==> config.mk <==
export PLATFORM = sky130hd
export DESIGN_NAME = ucode_sequencer
export DESIGN_NICKNAME = d
export VERILOG_FILES = /design/src/rtl/useq_pkg.sv /design/src/rtl/useq_rom.sv /design/src/rtl/useq_opmap.sv /design/src/rtl/useq_next.sv /design/src/rtl/ucode_sequencer.sv
export SDC_FILE = /design/constraint.sdc
export NUM_CORES = 1
export LEC_CHECK = 0
export BUFFER_PORTS_ARGS = -buffer_cell sky130_fd_sc_hd__buf_2
export CAP_MARGIN = 20
export CORE_MARGIN = 1
export CORE_UTILIZATION = 40
export CTS_BUF_LIST = sky130_fd_sc_hd__clkbuf_8
export DETAILED_ROUTE_END_ITERATION = 8
export GPL_TIMING_DRIVEN = 0
export HOLD_SLACK_MARGIN = 0.12
export PLACE_DENSITY = 0.67
export SLEW_MARGIN = 20
export SYNTH_ARGS = -nofsm -noshare
export SYNTH_HDL_FRONTEND = slang
export SYNTH_HIERARCHICAL = 1
export SYNTH_SLANG_ARGS = --single-unit
==> constraint.sdc <==
create_clock -name clk -period 4.3 [get_ports clk]
set_clock_uncertainty 0.05 [all_clocks]
set_input_delay 0.215 -clock clk [delete_from_list [all_inputs] [get_ports clk]]
set_output_delay 0.215 -clock clk [all_outputs]
set_load 0.02 [all_outputs]
==> src/rtl/useq_pkg.sv <==
package useq_pkg;

    localparam int UA_W      = 5;
    localparam int CTRL_W    = 12;
    localparam int OP_W      = 3;
    localparam int ROM_DEPTH = 1 << UA_W;
    localparam int N_OPS     = 1 << OP_W;
    localparam int FETCH_LEN = 4;
    localparam int DISPATCH  = FETCH_LEN - 1;
    localparam int TAG_W     = 2;
    localparam logic [UA_W-1:0] HOME_ADDR  = '0;
    localparam logic [UA_W-1:0] ODD_LINK   = '1;
    localparam logic [UA_W-1:0] CTRL_SALT  = 5'h15;

    typedef enum logic [TAG_W-1:0] {
        NX_STEP = 2'b00,
        NX_MAP  = 2'b01,
        NX_LINK = 2'b10,
        NX_HOME = 2'b11
    } nxt_t;

    typedef struct packed {
        logic [CTRL_W-1:0] ctrl;
        nxt_t              nxt;
        logic [UA_W-1:0]   link;
    } uword_t;

    function automatic int route_len(input int op);
        unique case (op)
            0:       return 1;
            1, 2, 6: return 2;
            3, 4, 7: return 3;
            5:       return 4;
            default: return 1;
        endcase
    endfunction

    function automatic int route_start(input int op);
        int s;
        s = FETCH_LEN;
        for (int j = 0; j < op; j++) s += route_len(j);
        return s;
    endfunction

    function automatic int code_end();
        return route_start(N_OPS);
    endfunction

endpackage

==> src/rtl/useq_rom.sv <==
module useq_rom
    import useq_pkg::*;
(
    input  logic [UA_W-1:0] addr_i,
    output uword_t          word_o
);

    function automatic uword_t build_word(input int a);
        uword_t w;
        logic [UA_W-1:0] av;
        av     = UA_W'(a);
        w.ctrl = (a < code_end()) ? {av ^ CTRL_SALT, 2'b10, av} : '0;
        w.nxt  = NX_HOME;
        w.link = HOME_ADDR;
        if (a < DISPATCH) begin
            w.nxt = NX_STEP;
        end else if (a == DISPATCH) begin
            w.nxt = NX_MAP;
        end else if (a < code_end()) begin
            for (int op = 0; op < N_OPS; op++) begin
                if (a >= route_start(op) && a < route_start(op) + route_len(op)) begin
                    if (a != route_start(op) + route_len(op) - 1) begin
                        w.nxt = NX_STEP;
                    end else if (op == N_OPS - 1) begin
                        w.nxt  = NX_HOME;
                        w.link = ODD_LINK;
                    end else begin
                        w.nxt = NX_LINK;
                    end
                end
            end
        end
        return w;
    endfunction

    uword_t store [ROM_DEPTH];

    for (genvar g = 0; g < ROM_DEPTH; g++) begin : g_word
        assign store[g] = build_word(g);
    end

    assign word_o = store[addr_i];

endmodule

==> src/rtl/useq_opmap.sv <==
module useq_opmap
    import useq_pkg::*;
(
    input  logic [OP_W-1:0] op_i,
    output logic [UA_W-1:0] start_o
);

    logic [UA_W-1:0] table_q [N_OPS];

    for (genvar g = 0; g < N_OPS; g++) begin : g_entry
        assign table_q[g] = UA_W'(route_start(g));
    end

    assign start_o = table_q[op_i];

endmodule

==> src/rtl/useq_next.sv <==
module useq_next
    import useq_pkg::*;
(
    input  logic [UA_W-1:0] upc_i,
    input  uword_t          uir_i,
    input  logic [UA_W-1:0] map_i,
    output logic [UA_W-1:0] upc_nxt_o
);

    always_comb begin
        unique case (uir_i.nxt)
            NX_STEP: upc_nxt_o = UA_W'(upc_i + 1'b1);
            NX_MAP:  upc_nxt_o = map_i;
            NX_LINK: upc_nxt_o = uir_i.link;
            NX_HOME: upc_nxt_o = HOME_ADDR;
            default: upc_nxt_o = HOME_ADDR;
        endcase
    end

endmodule

==> src/rtl/ucode_sequencer.sv <==
module ucode_sequencer
    import useq_pkg::*;
(
    input  logic              clk,
    input  logic              rst,
    input  logic [OP_W-1:0]   opcode_i,
    output logic [CTRL_W-1:0] ctrl_o,
    output logic [UA_W-1:0]   uaddr_o
);

    logic [UA_W-1:0] upc_q;
    uword_t          uir_q;
    logic [UA_W-1:0] upc_nxt;
    logic [UA_W-1:0] map_addr;
    logic [UA_W-1:0] rom_addr;
    uword_t          rom_word;

    useq_opmap u_map (
        .op_i    (opcode_i),
        .start_o (map_addr)
    );

    useq_next u_next (
        .upc_i     (upc_q),
        .uir_i     (uir_q),
        .map_i     (map_addr),
        .upc_nxt_o (upc_nxt)
    );

    assign rom_addr = rst ? HOME_ADDR : upc_nxt;

    useq_rom u_rom (
        .addr_i (rom_addr),
        .word_o (rom_word)
    );

    // State register: micro address and the word fetched for it move together.
    always_ff @(posedge clk) begin
        upc_q <= rom_addr;
        uir_q <= rom_word;
    end

    // Outputs straight from the registers.
    always_comb begin
        ctrl_o  = uir_q.ctrl;
        uaddr_o = upc_q;
    end

    a_r1_reset_home: assert property (@(posedge clk)
        rst |=> (upc_q == HOME_ADDR));

    a_r3_step_adds_one: assert property (@(posedge clk) disable iff (rst)
        (uir_q.nxt == NX_STEP) |=> (upc_q == UA_W'($past(upc_q) + 1'b1)));

    a_r4_map_dispatch: assert property (@(posedge clk) disable iff (rst)
        (uir_q.nxt == NX_MAP) |=> (upc_q == $past(map_addr)));

    a_r6_link_follows: assert property (@(posedge clk) disable iff (rst)
        (uir_q.nxt == NX_LINK) |=> (upc_q == $past(uir_q.link)));

    a_r7_home_return: assert property (@(posedge clk) disable iff (rst)
        (uir_q.nxt == NX_HOME) |=> (upc_q == HOME_ADDR));

    a_r4_map_only_at_dispatch: assert property (@(posedge clk) disable iff (rst)
        (uir_q.nxt == NX_MAP) |-> (upc_q == UA_W'(DISPATCH)));

endmodule

==> results.yml <==
yosys:
  postSynthAreaPerCell_um2: 9.977
  muxShareOfSynthArea: 0.05453
  yosysUniqueCellTypes: 27
  ys_warn_count: 6
  syn-instance-count: 115
  synth_edf_count: 0
  synth_xor_area_frac: 0.02290
  syn_nets: 129
  yosysMostFrequentCell: "dfxtp_1"
  synth_top_family_by_area: "buffers and inverters"
  syn-cell-area_um2: 1147
  synth_top_area_frac: 0.4188
  synth_compound_area_frac: 0.1036
  synthTopCellsByArea: "dfxtp_1 42%, buf_4 12%, ha_1 9.8%"
  synth_flop_cell: "dfxtp_1"
  async_reset_ff_frac: 0
  seq_area_frac_synth: 0.4188
  yosysTopAreaCell: "dfxtp_1"
  synthAdderAreaFrac: 0.09815
  synth-simple-area-share: 0.1189
  synth-seq-cells: 24
  synth_commonest_cells: "24 x dfxtp_1, 19 x buf_4, 9 x ha_1"
clock_tree:
  post_cts_resized: 0
  cts_tree: "yes"
  clock-sinks: 24
  cts_made_buffers: 3
  clk_pin_slew_ns: 0.08
  cts_buffer_depth: 2
  clkLatencyLatePin_ns: 0.26
  clockRootBuffer: "clkbuf_8"
  htree_num_levels: 1
  holdBufCountCts: 0
  cts_setup_buffers: 0
timing:
  finalSetupTns_ns: 0
  fmax_ghz: 0.4288
  post-route-period-util: 0.5424
  final.min_clock_period_ns: 2.332
  final-hold-violation-count: 0
  worst_pin_slew_ns: 0.5462
  grt_setup_unrepaired: "no"
  setup_viol: 0
  slew_headroom: 0.6351
  maxSlewViolCount: 0
pwr:
  pwr-share-seq: 0.390
  combPwrFrac: 0.444
  pwr-share-clk: 0.166
  p_switching_mw: 0.2715
  report.power.total_mw: 0.7606
  p_leak_nw: 0.6348
  ir_drop_mv: 0.3709
  swShare: 0.3570
  powerDensity_nw_per_um2: 570.8
  power.internal_mw: 0.4891
critical_path:
  cp_max_fo: 10
  end_kind: "flip-flop"
  path_class: "flip-flop to flip-flop"
  start_kind: "flip-flop"
  arrival_ns: 2.49
  cp.required_ns: 4.46
routing:
  dr.max_layer_used: "met4"
  wl_mm: 1.715
  drt_pass1_iterations: 3
  wl_met2_um: 856
  detail_route.iter0.violations: 21
  wl_met3_um: 55
  vias: 760
  ant_nets: 0
  wl_per_cell_um: 10.09
  drcViolationCount: 0
  vias_per_cell: 4.471
  drt-met1-wl_um: 779
floorplan:
  rows: 19
  design.core.area_um2: 2734
  start_util: 0.4197
  die_x_um: 55.56
  dieArea_um2: 3086
  pin_count: 22
  die_h_um: 55.56
global_route:
  overflow: 0
  grt_max_degree: 13
  grt_pass1_wl_mm: 2.967
  grt_use_total: 0.1192
  antenna_found_initial: 0
  grt_pass1_vias: 719
place:
  gp_congestion: 0.7601
  port_buffers: 21
  dpl.hpwl_mm: 1.370
cells_and_area:
  antenna_cells: 0
  fill_cells: 267
  drive_above_1_share: 0.3885
  area_delta_synth_final_pct: 16.14
  fin_nets: 155
flow_run:
  max_cap_violations: 0
worst_hold_path:
  hold_path.class: "input port to flip-flop"
status:
  status: "complete, no violations"
layout by cell type, fill, tap and decap left out:
cell type	count
dfxtp_1	24
buf_2	21
buf_4	19
ha_1	9
a21oi_1	8
nor2b_1	7
inv_1	6
mux2i_1	4
nand2_1	4
o21ai_1	4
clkbuf_8	3
buf_6	3
xor2_1	3
nor2_1	3
mux2_2	2
nand3_1	2
a22oi_1	2
o31ai_1	2
inv_2	2
nor3_1	2
and2_2	1
nor2b_4	1
or2_1	1
o2bb2ai_1	1
and2_1	1
o21ai_0	1
o221ai_2	1
nor4_2	1
conb_1	1
metrics by stage:
step | cell area [um2] | setup slack [ns] | std cells | hold slack (ns) | util
floorplan | 1147 | 2.158 | 115 | 0.2764 | -
global placement | 1291 | 1.987 | 167 | 0.4626 | 0.4723
detailed placement | 1291 | 1.944 | 167 | 0.4633 | 0.4723
CTS | 1333 | 1.925 | 170 | 0.1869 | 0.4874
global route | 1333 | 1.726 | 170 | 0.1985 | 0.4874
finish | 1333 | 1.968 | 170 | 0.1899 | 0.4874
layer usage:
| layer | global-route usage | vias to the layer above |
|---|---|---|
| met3 | 0.02108 | 2 |
| met4 | 0.04286 | 0 |
| met5 | 0 | - |
| met1 | 0.1374 | 346 |
| met2 | 0.2186 | 9 |
| li1 | - | 403 |
power groups by stage:
stage          Clock [mW]  Sequential (mW)  Combinational (mW)
6_report            0.126            0.297               0.338
5_1_grt             0.139            0.304               0.372
4_1_cts             0.131            0.297               0.342
3_5_place_dp            0            0.302               0.342
3_3_place_gp            0            0.300               0.336
2_1_floorplan           0            0.313               0.252
worst max-delay path, cell delays in order, from the launching register on:
cell     delay, ns
dfxtp_1       0.38
ha_1          0.20
nand3_1       0.10
xor2_1        0.15
o31ai_1       0.18
nor2b_1       0.37
buf_6         0.19
inv_2         0.06
nor4_2        0.40
buf_4         0.19
state kept, by name, indices dropped and copies added (netlist names):
name     flops
ctrl_o      12
uaddr_o      5
uir_q        7
logic make-up after synthesis:
group,Yosys count
compound gates,19
simple gates,23
xor+xnor,3
mux,6
flops,24
fa+ha+maj,9
other cells,1
buf+inv,30
final cells by class:
cell class	instances	area [um2]	share of cell area
flip-flops and latches	24	480.5	0.3606
multi-input cells	61	460.4	0.3455
plain buffers	22	176.4	0.1324
repair buffers	21	105.1	0.07887
clock buffers	3	41.29	0.03099
well taps	31	38.79	0.02911
inverters	8	30.03	0.02254
path summary, 6_finish.rpt:
check	start	endpoint	slack, ns	cells after the start
worst min-delay path	rst	uaddr_o[1]	0.19	2
worst min register to register	uir_q[0]	uaddr_o[0]	0.69	3
worst max-delay path	uaddr_o[0]	uir_q[4]	1.97	9
worst max register to register	uaddr_o[0]	uir_q[4]	1.97	9
Note: power is estimated with default switching activity, not from simulation.
